--- config.mk ---
export PLATFORM = sky130hd
export DESIGN_NAME = byte_lane_fifo
export DESIGN_NICKNAME = d
export VERILOG_FILES = /design/src/rtl/bsf_pkg.sv /design/src/rtl/bsf_slice.sv /design/src/rtl/bsf_lanes.sv /design/src/rtl/bsf_status.sv /design/src/rtl/byte_lane_fifo.sv
export SDC_FILE = /design/constraint.sdc
export NUM_CORES = 1
export LEC_CHECK = 0
export BUFFER_PORTS_ARGS = -buffer_cell sky130_fd_sc_hd__buf_2
export CELL_PAD_IN_SITES_DETAIL_PLACEMENT = 1
export CELL_PAD_IN_SITES_GLOBAL_PLACEMENT = 2
export CORE_MARGIN = 2
export CORE_UTILIZATION = 51
export CTS_BUF_LIST = sky130_fd_sc_hd__clkbuf_16
export DETAILED_ROUTE_END_ITERATION = 12
export HOLD_SLACK_MARGIN = 0.05
export PLACE_DENSITY_LB_ADDON = 0.1
export SLEW_MARGIN = 10
export SYNTH_ARGS = -nofsm -noshare
export SYNTH_HDL_FRONTEND = slang
export SYNTH_SLANG_ARGS = --single-unit
--- constraint.sdc ---
create_clock -name clk -period 6.6 [get_ports clk]
set_input_delay 0.66 -clock clk [delete_from_list [all_inputs] [get_ports clk]]
set_output_delay 0.66 -clock clk [all_outputs]
set_load 0.05 [all_outputs]
--- src/rtl/bsf_pkg.sv ---
package bsf_pkg;
  localparam int STAT_W     = 13;
  localparam int B_TX_TRIG  = 0;
  localparam int B_TX_EMPTY = 1;
  localparam int B_TX_HALF  = 2;
  localparam int B_TX_FULL  = 3;
  localparam int B_RX_TRIG  = 5;
  localparam int B_RX_WORD  = 6;
  localparam int B_RX_HALF  = 7;
  localparam int B_RX_FULL  = 8;
  localparam int B_RX_BYTE  = 11;
  localparam int B_ILLEGAL  = 12;

  typedef logic [STAT_W-1:0] stat_t;
endpackage

--- src/rtl/bsf_slice.sv ---
// One byte-wide FIFO slice. DEPTH must be a power of two.
module bsf_slice #(
  parameter int W     = 8,
  parameter int DEPTH = 16
) (
  input  logic                       clk,
  input  logic                       rst_n,
  input  logic                       flush,
  input  logic                       push,
  input  logic [W-1:0]               din,
  input  logic                       pop,
  output logic [W-1:0]               dout,
  output logic [$clog2(DEPTH+1)-1:0] count
);
  localparam int AW = $clog2(DEPTH);
  localparam int CW = $clog2(DEPTH+1);

  logic [W-1:0]  mem [DEPTH];
  logic [AW-1:0] wp, rp;
  logic          do_push, do_pop;

  assign do_push = push && (count != CW'(DEPTH));
  assign do_pop  = pop && (count != '0);

  always_ff @(posedge clk or negedge rst_n) begin
    if (!rst_n) begin
      wp    <= '0;
      rp    <= '0;
      count <= '0;
    end else if (flush) begin
      wp    <= '0;
      rp    <= '0;
      count <= '0;
    end else begin
      if (do_push) wp <= wp + 1'b1;
      if (do_pop)  rp <= rp + 1'b1;
      count <= count + CW'(do_push) - CW'(do_pop);
    end
  end

  always_ff @(posedge clk) begin
    if (do_push) mem[wp] <= din;
  end

  assign dout = mem[rp];
endmodule

--- src/rtl/bsf_lanes.sv ---
// A set of parallel byte slices seen as one word FIFO or one rotating byte FIFO.
module bsf_lanes #(
  parameter int LANES = 4,
  parameter int DEPTH = 16
) (
  input  logic                              clk,
  input  logic                              rst_n,
  input  logic                              flush,
  input  logic                              word_push,
  input  logic [LANES*8-1:0]                word_din,
  input  logic                              byte_push,
  input  logic [7:0]                        byte_din,
  input  logic                              word_pop,
  input  logic                              byte_pop,
  output logic [LANES*8-1:0]                word_dout,
  output logic [7:0]                        byte_dout,
  output logic                              any_full,
  output logic                              all_avail,
  output logic                              cur_wr_full,
  output logic                              cur_rd_avail,
  output logic [$clog2(LANES*DEPTH+1)-1:0]  total,
  output logic                              illegal
);
  localparam int LW = $clog2(LANES);
  localparam int CW = $clog2(DEPTH+1);
  localparam int TW = $clog2(LANES*DEPTH+1);

  logic [LW-1:0] wsel, rsel;
  logic [CW-1:0] sl_cnt  [LANES];
  logic [7:0]    sl_dout [LANES];
  logic          word_push_ok, byte_push_ok, word_pop_ok, byte_pop_ok;
  logic          bad_wr, bad_rd;

  function automatic logic [LW-1:0] next_sel(input logic [LW-1:0] s);
    return (s == LW'(LANES-1)) ? '0 : s + 1'b1;
  endfunction

  always_comb begin
    any_full  = 1'b0;
    all_avail = 1'b1;
    total     = '0;
    for (int i = 0; i < LANES; i++) begin
      if (sl_cnt[i] == CW'(DEPTH)) any_full  = 1'b1;
      if (sl_cnt[i] == '0)         all_avail = 1'b0;
      total = total + TW'(sl_cnt[i]);
    end
  end

  assign cur_wr_full  = (sl_cnt[wsel] == CW'(DEPTH));
  assign cur_rd_avail = (sl_cnt[rsel] != '0);
  assign byte_dout    = sl_dout[rsel];

  assign word_push_ok = word_push && !byte_push && !any_full;
  assign byte_push_ok = byte_push && !word_push && !cur_wr_full;
  assign word_pop_ok  = word_pop && !byte_pop && all_avail;
  assign byte_pop_ok  = byte_pop && !word_pop && cur_rd_avail;

  assign bad_wr = (word_push && byte_push) ||
                  (word_push && !byte_push && any_full) ||
                  (byte_push && !word_push && cur_wr_full);
  assign bad_rd = (word_pop && byte_pop) ||
                  (word_pop && !byte_pop && !all_avail) ||
                  (byte_pop && !word_pop && !cur_rd_avail);
  assign illegal = bad_wr || bad_rd;

  always_ff @(posedge clk or negedge rst_n) begin
    if (!rst_n) begin
      wsel <= '0;
      rsel <= '0;
    end else if (flush) begin
      wsel <= '0;
      rsel <= '0;
    end else begin
      if (byte_push_ok) wsel <= next_sel(wsel);
      if (byte_pop_ok)  rsel <= next_sel(rsel);
    end
  end

  for (genvar g = 0; g < LANES; g++) begin : g_slice
    logic       s_push, s_pop;
    logic [7:0] s_din;
    assign s_push = word_push_ok || (byte_push_ok && (wsel == LW'(g)));
    assign s_pop  = word_pop_ok  || (byte_pop_ok  && (rsel == LW'(g)));
    assign s_din  = word_push_ok ? word_din[8*g +: 8] : byte_din;
    assign word_dout[8*g +: 8] = sl_dout[g];

    bsf_slice #(.W(8), .DEPTH(DEPTH)) u_slice (
      .clk   (clk),
      .rst_n (rst_n),
      .flush (flush),
      .push  (s_push),
      .din   (s_din),
      .pop   (s_pop),
      .dout  (sl_dout[g]),
      .count (sl_cnt[g])
    );
  end
endmodule

--- src/rtl/bsf_status.sv ---
// Sticky status with write-one-to-clear, enable mask and level interrupt.
module bsf_status
  import bsf_pkg::*;
#(
  parameter stat_t EN_RST = stat_t'(1) << B_ILLEGAL
) (
  input  logic  clk,
  input  logic  rst_n,
  input  logic  soft_rst,
  input  stat_t cond,
  input  stat_t clr,
  input  logic  en_we,
  input  stat_t en_wdata,
  output stat_t status,
  output logic  irq
);
  stat_t en_q;

  always_ff @(posedge clk or negedge rst_n) begin
    if (!rst_n)        status <= '0;
    else if (soft_rst) status <= '0;
    else               status <= (status | cond) & ~clr;
  end

  always_ff @(posedge clk or negedge rst_n) begin
    if (!rst_n)     en_q <= EN_RST;
    else if (en_we) en_q <= en_wdata;
  end

  assign irq = |(status & en_q);
endmodule

--- src/rtl/byte_lane_fifo.sv ---
module byte_lane_fifo
  import bsf_pkg::*;
#(
  parameter int LANES   = 4,
  parameter int DEPTH   = 16,
  parameter int TX_LOW  = 16,
  parameter int RX_HIGH = 8
) (
  input  logic                 clk,
  input  logic                 rst_n,
  input  logic                 soft_rst,
  input  logic                 tx_wr_word,
  input  logic                 tx_wr_byte,
  input  logic [LANES*8-1:0]   tx_wdata,
  output logic                 tx_s_valid,
  input  logic                 tx_s_ready,
  output logic [7:0]           tx_s_data,
  input  logic                 rx_s_valid,
  output logic                 rx_s_ready,
  input  logic [7:0]           rx_s_data,
  input  logic                 rx_rd_word,
  input  logic                 rx_rd_byte,
  output logic [LANES*8-1:0]   rx_rdata_word,
  output logic [7:0]           rx_rdata_byte,
  input  logic [STAT_W-1:0]    stat_clr,
  input  logic                 en_we,
  input  logic [STAT_W-1:0]    en_wdata,
  output logic [STAT_W-1:0]    status,
  output logic                 irq
);
  localparam int WW   = LANES*8;
  localparam int TW   = $clog2(LANES*DEPTH+1);
  localparam int HALF = (LANES*DEPTH)/2;

  logic          tx_any_full, tx_all_avail, tx_cur_wr_full, tx_cur_rd_avail, tx_illegal;
  logic          rx_any_full, rx_all_avail, rx_cur_wr_full, rx_cur_rd_avail, rx_illegal;
  logic [TW-1:0] tx_total, rx_total;
  logic [WW-1:0] tx_word_dout;
  logic          tx_pop, rx_push;
  stat_t         cond;
  logic          unused_tx;

  assign tx_s_valid = tx_cur_rd_avail;
  assign tx_pop     = tx_s_valid && tx_s_ready;
  assign rx_s_ready = !rx_cur_wr_full;
  assign rx_push    = rx_s_valid && rx_s_ready;

  bsf_lanes #(.LANES(LANES), .DEPTH(DEPTH)) u_tx (
    .clk          (clk),
    .rst_n        (rst_n),
    .flush        (soft_rst),
    .word_push    (tx_wr_word),
    .word_din     (tx_wdata),
    .byte_push    (tx_wr_byte),
    .byte_din     (tx_wdata[7:0]),
    .word_pop     (1'b0),
    .byte_pop     (tx_pop),
    .word_dout    (tx_word_dout),
    .byte_dout    (tx_s_data),
    .any_full     (tx_any_full),
    .all_avail    (tx_all_avail),
    .cur_wr_full  (tx_cur_wr_full),
    .cur_rd_avail (tx_cur_rd_avail),
    .total        (tx_total),
    .illegal      (tx_illegal)
  );

  bsf_lanes #(.LANES(LANES), .DEPTH(DEPTH)) u_rx (
    .clk          (clk),
    .rst_n        (rst_n),
    .flush        (soft_rst),
    .word_push    (1'b0),
    .word_din     ('0),
    .byte_push    (rx_push),
    .byte_din     (rx_s_data),
    .word_pop     (rx_rd_word),
    .byte_pop     (rx_rd_byte),
    .word_dout    (rx_rdata_word),
    .byte_dout    (rx_rdata_byte),
    .any_full     (rx_any_full),
    .all_avail    (rx_all_avail),
    .cur_wr_full  (rx_cur_wr_full),
    .cur_rd_avail (rx_cur_rd_avail),
    .total        (rx_total),
    .illegal      (rx_illegal)
  );

  assign unused_tx = ^{tx_word_dout, tx_all_avail, tx_cur_wr_full};

  always_comb begin
    cond             = '0;
    cond[B_TX_TRIG]  = (tx_total < TW'(TX_LOW));
    cond[B_TX_EMPTY] = (tx_total == '0);
    cond[B_TX_HALF]  = (tx_total >= TW'(HALF));
    cond[B_TX_FULL]  = tx_any_full;
    cond[B_RX_TRIG]  = (rx_total >= TW'(RX_HIGH));
    cond[B_RX_WORD]  = rx_all_avail;
    cond[B_RX_HALF]  = (rx_total >= TW'(HALF));
    cond[B_RX_FULL]  = rx_any_full;
    cond[B_RX_BYTE]  = rx_cur_rd_avail;
    cond[B_ILLEGAL]  = tx_illegal || rx_illegal;
  end

  bsf_status u_stat (
    .clk      (clk),
    .rst_n    (rst_n),
    .soft_rst (soft_rst),
    .cond     (cond),
    .clr      (stat_clr),
    .en_we    (en_we),
    .en_wdata (en_wdata),
    .status   (status),
    .irq      (irq)
  );
endmodule

# Word level (Yosys, flattened, before mapping)
# Memories as Yosys holds them, arrays and structs flattened.
# Cells that the tools add are included.
[op_classes]
n_lt_le_gt_ge = 8
n_addsub = 42
bitwise_logic = 8
n_reduce_logical = 117
eq_ne = 30
muxes = 102
[ops]
columns = ["cell", "count"]
rows = [
  ["$mux W4", 32],
  ["$mux W5", 16],
  ["$add A4 B1 Y4 const B", 16],
  ["$mux W8", 7],
  ["$logic_and A1 B1 Y1", 52],
  ["$eq A5 B5 Y1 const B", 10],
  ["$reduce_bool A5 Y1", 10],
  ["$add A5 B1 Y5", 8],
  ["$bmux W5 S2", 4],
  ["$ne A5 B5 Y1 const B", 8],
  ["$reduce_bool A2 Y1", 20],
  ["$sub A5 B1 Y5", 8],
  ["$bmux W8 S2", 2],
  ["$add A7 B5 Y7", 4],
  ["$mux W1", 28],
  ["$and A13 B13 Y13", 2],
  ["$mux W2", 12],
  ["$logic_not A5 Y1", 4],
  ["$eq A2 B2 Y1 const B", 8],
  ["$logic_or A1 B1 Y1", 15],
  ["$ge A7 B6 Y1 const B", 2],
  ["$mux W13", 1],
  ["$not A13 Y13", 1],
  ["$or A13 B13 Y13", 1],
  ["11 further kinds", 36],
]
[word_totals]
n_memories = 8
input_bits = 76
out_inout_bits = 64
register_bits = 138
wordCells = 345
ramBits = 1024
[mem_list]
columns = ["memory", "words", "width", "read_ports", "rd_ports_with_merged_regs", "wr", "line", "source"]
rows = [
  ["u_rx.g_slice[0].u_slice.mem", 16, 8, 1, 0, 1, "bsf_slice.sv:18", "logic [W-1:0] mem [DEPTH];"],
  ["u_rx.g_slice[1].u_slice.mem", 16, 8, 1, 0, 1, "bsf_slice.sv:18", ""],
  ["u_rx.g_slice[2].u_slice.mem", 16, 8, 1, 0, 1, "bsf_slice.sv:18", ""],
  ["u_rx.g_slice[3].u_slice.mem", 16, 8, 1, 0, 1, "bsf_slice.sv:18", ""],
  ["u_tx.g_slice[0].u_slice.mem", 16, 8, 1, 0, 1, "bsf_slice.sv:18", ""],
  ["u_tx.g_slice[1].u_slice.mem", 16, 8, 1, 0, 1, "bsf_slice.sv:18", ""],
  ["2 more memories", "-", "-", "-", "-", "-", "-", ""],
]

# Depth between registers and ports, before layout
[logic_depth]
word_depth = 14
mapped_depth = 16
mapped_depth_nobuf = 14

# Modules after synthesis
# Synthesis repeated with hierarchy kept, for this count alone.
[hier_totals]
cells_unflattened = 2876
hier_area_um2 = 51011.4
[modules_own_cells]
columns = ["mod", "cells_per_inst", "seq_area_each_um2", "n_inst", "area_per_inst_um2"]
rows = [
  ["bsf_slice at u_rx.g_slice[1].u_slice ...", 302, 4169.0, 4, 5793.1],
  ["bsf_slice at u_rx.g_slice[3].u_slice ...", 302, 4169.0, 3, 5815.6],
  ["bsf_slice at u_rx.g_slice[0].u_slice", 330, 4169.0, 1, 5905.7],
  ["bsf_lanes at u_tx", 172, 100.1, 1, 1717.9],
  ["bsf_lanes at u_rx", 174, 100.1, 1, 1712.9],
  ["bsf_status", 75, 651.9, 1, 985.9],
  ["byte_lane_fifo", 11, 0.0, 1, 70.1],
]

# Worst setup path after synthesis
# Ideal clock, no wire load.
[synth_path]
kind = "reg2reg"
from = "register u_tx.g_slice[2].u_slice.count[3]"
to = "register u_tx.g_slice[0].u_slice.count[4]"
synth_period_minus_slack_ps = 3489
path_buffers = 2
t_required_ps = 6522
path_stages_with_launch = 17
arrival_time_ps = 3411
setup_slack_ps = 3111
setup_time_ps = 78
path_cell_list = "dfrtp_1 inv_1 ha_1 or4bb_1 nand4_1 nor3b_4 o21ai_1 buf_2 buf_2 ha_1 inv_1 ha_1 fa_1 a21oi_1 nor2_1 or3_1 a21oi_1"
[synth_between]
elab_chain_cells = 12
word_cells_on_any_way = 25
cone_classes = "2 x add/sub; 2 x eq/ne; 9 x mux; 12 x reduce/logical"
[synth_lines]
columns = ["element", "line", "source"]
rows = [
  ["start: declaration", "bsf_slice.sv:13", "output logic [$clog2(DEPTH+1)-1:0] count"],
  ["start signal: assignment", "bsf_slice.sv:37", "count <= count + CW'(do_push) - CW'(do_pop);"],
  ["$bmux W5 S2", "bsf_lanes.sv:49", "assign cur_wr_full = (sl_cnt[wsel] == CW'(DEPTH));"],
  ["$mux W5 (implied by the code) (2 in series)", "bsf_lanes.sv:49", ""],
  ["$eq A5 B5 Y1", "bsf_lanes.sv:49", ""],
  ["$logic_not A1 Y1", "bsf_lanes.sv:54", "assign byte_push_ok = byte_push && !word_push && !cur_wr_full;"],
  ["$logic_and A1 B1 Y1", "bsf_lanes.sv:54", ""],
  ["$logic_and A1 B1 Y1", "bsf_lanes.sv:82", "assign s_push = word_push_ok || (byte_push_ok && (wsel == LW'(g)));"],
  ["$logic_or A1 B1 Y1", "bsf_lanes.sv:82", ""],
  ["$logic_and A1 B1 Y1", "bsf_slice.sv:22", "assign do_push = push && (count != CW'(DEPTH));"],
  ["$add A5 B1 Y5", "bsf_slice.sv:37", ""],
  ["$sub A5 B1 Y5 (*)", "bsf_slice.sv:37", ""],
  ["$mux W5 (*)", "bsf_slice.sv:30", "end else if (flush) begin"],
  ["end signal: assignment", "bsf_slice.sv:37", ""],
  ["end: declaration", "bsf_slice.sv:13", ""],
]
# Every way passes the cells marked *; elsewhere a longest branch is shown, timed or not. The select of a mux whose other input is x is not followed.
# A chain may end at the register's enable or synchronous reset.

# Worst setup path in the final report
[layout_path]
from = "register u_rx.g_slice[1].u_slice.rp[1]"
to = "output rx_rdata_byte[0]"
[layout_between]
elab_chain_cells = 4
[layout_lines]
columns = ["element", "line", "source"]
rows = [
  ["start: declaration", "bsf_slice.sv:19", "logic [AW-1:0] wp, rp;"],
  ["start signal: assignment", "bsf_slice.sv:36", "if (do_pop) rp <= rp + 1'b1;"],
  ["$mem_v2 Z16 W8", "-", ""],
  ["$bmux W8 S2", "bsf_lanes.sv:51", "assign byte_dout = sl_dout[rsel];"],
  ["$mux W8 (implied by the code) (2 in series)", "bsf_lanes.sv:51", ""],
  ["end: declaration", "byte_lane_fifo.sv:24", "output logic [7:0] rx_rdata_byte,"],
]
# Every way passes these cells. The select of a mux whose other input is x is not followed.

==> results_dict.tcl <==
set metrics [dict create \
    routed_wl_um 123000 \
    post_cts_buffers 0 \
    cts-root-buf "clkbuf_16" \
    leakagePower_nw 18.9 \
    relSlewSlack_pct 17.6 \
    pre_cts_ws_ns 2.34 \
    synthSimpleGateAreaFrac_pct 5.60 \
    clk_pin_slew_ns 0.06 \
    min_from "stat_clr[5]" \
    setup_viol 0 \
    hold_path.class "in2reg" \
    startpoint "u_rx.g_slice[1].u_slice.rp[1]$_DFFE_PN0P_" \
    place_congestion 0.828 \
    worstRegToRegCells 14 \
    synth-main-ff-cell "edfxtp_1" \
    drive_above_1_share_pct 20.3 \
    final_nets 3324 \
    yosys_warnings 0 \
    row_count 114 \
    grt_pass1_wl_um 185000 \
    drt_drc_violations_left 0 \
    p_int_w 0.0137 \
    drtPass1Iterations 5 \
    hpwl_um 82100 \
    chipHeight_um 316 \
    first_global_vias 28700 \
    synth_top_family_by_area "multiplexers" \
    post_cts_resized 0 \
    grt_max_degree 89 \
    n_antenna_cell 0 \
    ctsLongestPathBuffers 3 \
    critPathLaunchType "register" \
    p_per_area_nw_per_um2 346 \
    syn2layout_area_growth_pct 12.9 \
    syn_avg_cell_area_um2 16.9 \
    ys_ff_latch 1162 \
    initial_core_util_pct 51.3 \
    synth.top_cell.area_share_pct 62.1 \
    grt.overflow.total 0 \
    period_minus_slack_ns 4.66 \
    track_usage_pct 25.1 \
    p_total_w 0.0193 \
    hold_path_depth 2 \
    synth.area.top_cells "edfxtp_1, mux4_2, dfrtp_1, ha_1, mux2i_1" \
    seqPwrFrac_pct 45.0 \
    peakVddDrop_mv 0.268 \
    status "complete, no violations" \
    worstSetupPathType "reg2out" \
    drv_cap 0 \
    via_per_inst 6.00 \
    rsz0062_at_grt "no" \
    async_flop_share_pct 11.9 \
    dieWidth_um 316 \
    synth-seq-area-share_pct 69.1 \
    port_buffers 139 \
    fin_skew_ns 0.0270 \
    worstPathArrival_ns 4.00 \
    post-route-worst-setup-slack_ns 1.94 \
    clk_latency_ns 0.72 \
    numCtsBuffers 119 \
    combPwrFrac_pct 19.0 \
    postRouteAntennaNets 0 \
    cts_num_sinks 1162 \
    syn_area_um2 49500 \
    core-area_um2 96400 \
    crit_path_end_kind "output port" \
    cts_tree "yes" \
    worst_pin_slew_ns 1.23 \
    synth_cell_types 71 \
    synthCells 2929 \
    slew_violations 0 \
    finalCritPeriodShare_pct 70.6 \
    p_sw_share_pct 29.0 \
    die_area_um2 99600 \
    routedWlPerCell_um 27.3 \
    synthXorXnorAreaFrac_pct 1.22 \
    crit_path_max_fanout 20 \
    synth_edf_count 1024 \
    fmax_ghz 0.215 \
    required_ns 5.94 \
    syn_nets 3151 \
    synth_top_cell_by_area "edfxtp_1" \
    num_vias 26900 \
    htreeDepth 3 \
    r2r-start "u_tx.g_slice[2].u_slice.count[3]$_DFF_PN0_" \
    report.final.hold_viol_count 0 \
    antenna_found_initial 4 \
    drtIter0Drc 2208 \
    synth_compound_area_share_pct 5.05 \
    synth_fa_ha_area_share_pct 4.02 \
    p_switching_w 0.00561 \
    num_io_pins 140 \
    fin_tns_setup_ns 0 \
    clock_power_share_pct 36.0 \
    synth.area.mux_share_pct 12.8 \
]
==> kinds of logic after synthesis <==
kind of cell	after synthesis
AOI/OAI and AO/OA	350
DFF	1162
adders and majority gates	146
muxes	370
and+or+nand+nor	555
xor gates and xnor gates	69
buffers and inverters	277
==> metal layers <==
| layer | GRT usage [%] | part of all wire (%) |
|---|---|---|
| met5 | 0 | 0 |
| met4 | 7.17 | 2.3 |
| met3 | 3.31 | 5.3 |
| met2 | 42.4 | 50 |
| met1 | 34.6 | 42 |
==> timing repair <==
item | 4_1_cts | 5_1_grt
setup endpoints to repair | 0 | 0
hold buffers | 1 | 0
endpoints found under the hold margin | 1 | 0
==> registers in the layout, indices dropped and copies added (netlist names), 13 cells and up <==
name and count:
u_stat.en_q 13, u_stat.status 13, u_rx.g_slice.u_slice.mem 512, u_tx.g_slice.u_slice.rp 16
u_tx.g_slice.u_slice.wp 16, u_rx.g_slice.u_slice.rp 16, u_tx.g_slice.u_slice.count 20, u_rx.g_slice.u_slice.wp 16
u_tx.g_slice.u_slice.mem 512, u_rx.g_slice.u_slice.count 20
==> Yosys cell counts, types with 8 or more instances <==
library cell  instances
or3_1                18
nand2_1             141
o22ai_1              20
buf_1                 9
a21o_1               14
xnor2_1              47
xor2_1               22
buf_2                51
nor4_1               23
nor2b_1              33
nand3_1              27
and3_1               16
fa_1                 22
edfxtp_1           1024
a221oi_1             66
mux4_2              208
o21ai_0              60
nor3_1               44
mux2_2               17
nand4_1              13
ha_1                124
nor4b_1              16
clkbuf_1             83
a211oi_1              9
inv_1               125
a21oi_1              67
o221ai_1              8
nor2_1              154
a22oi_1              42
and2_1               38
mux2i_1             145
dfrtp_1             137
==> per-stage QoR <==
step	hold slack [ns]	util (%)	area (um2)	std cells
2_1_floorplan	0.364	-	49500	2929
3_3_place_gp	0.491	53.6	51700	4256
3_5_place_dp	0.504	53.6	51700	4256
4_1_cts	0.0551	57.9	55800	4485
5_1_grt	0.0850	57.9	55900	4485
6_report	0.104	57.9	55900	4485
==> cell usage in the layout (no fill, tap or decap), drive strengths merged, types with 13 or more instances in the layout <==
cell / Yosys / layout
o21ai: 64 / 64
nand2: 141 / 141
and3: 16 / 16
nand3: 27 / 27
xnor2: 47 / 47
clkinv: 5 / 65
a211oi: 17 / 17
mux4: 208 / 208
fa: 22 / 22
o22ai: 20 / 20
a21oi: 71 / 71
nor4b: 16 / 16
buf: 61 / 195
ha: 124 / 124
clkbuf: 83 / 119
nor2b: 33 / 33
a22oi: 42 / 42
bufinv: 0 / 20
mux2: 17 / 17
xor2: 22 / 22
a21o: 14 / 14
and2: 39 / 39
or3: 18 / 18
nor2: 154 / 154
nor3: 45 / 45
inv: 128 / 150
dfrtp: 137 / 137
mux2i: 145 / 145
nor4: 23 / 23
a221oi: 67 / 67
nand4: 13 / 13
edfxtp: 1024 / 1024
==> cell type report <==
cell class	instances	area (um2)
Tap cell	1276	1600
Fill cell	8659	40500
Timing Repair Buffer	196	1140
Sequential cell	1162	34200
Multi-Input combinational cell	1490	14300
Inverter	133	499
Clock buffer	119	2980
Clock inverter	109	1140
==> power groups by stage <==
stage / clock [W] / combinational, W / sequential (W)
finish: 0.00696 / 0.00367 / 0.00869
global route: 0.00736 / 0.00399 / 0.00872
detailed placement: 0 / 0.00368 / 0.00884
floorplan: 0 / 0.00248 / 0.00873
global placement: 0 / 0.00355 / 0.00882
CTS: 0.00709 / 0.00370 / 0.00869
==> final timing paths <==
kind                                                         endpoint  slack (ns)
setup / recovery                                     rx_rdata_byte[0]        1.94
hold / removal                             u_stat.status[5]$_DFF_PN0_        0.10
min in group asynchronous   u_tx.g_slice[2].u_slice.wp[1]$_DFFE_PN0P_        0.58
setup reg to reg           u_tx.g_slice[2].u_slice.count[4]$_DFF_PN0_        2.26
hold reg to reg                            u_stat.en_q[2]$_DFFE_PN0P_        0.52
max in group asynchronous   u_rx.g_slice[2].u_slice.rp[0]$_DFFE_PN0P_        4.59
==> worst max-delay path, stage by stage, from the launching register on <==
cell	delay, ns
dfrtp_1	0.69
nor2b_1	1.02
a221oi_1	0.32
a22oi_1	0.26
nand2_1	0.18
o22ai_1	0.50
nor2_1	0.08
buf_2	0.23
Power figures use the tool's default switching activity.
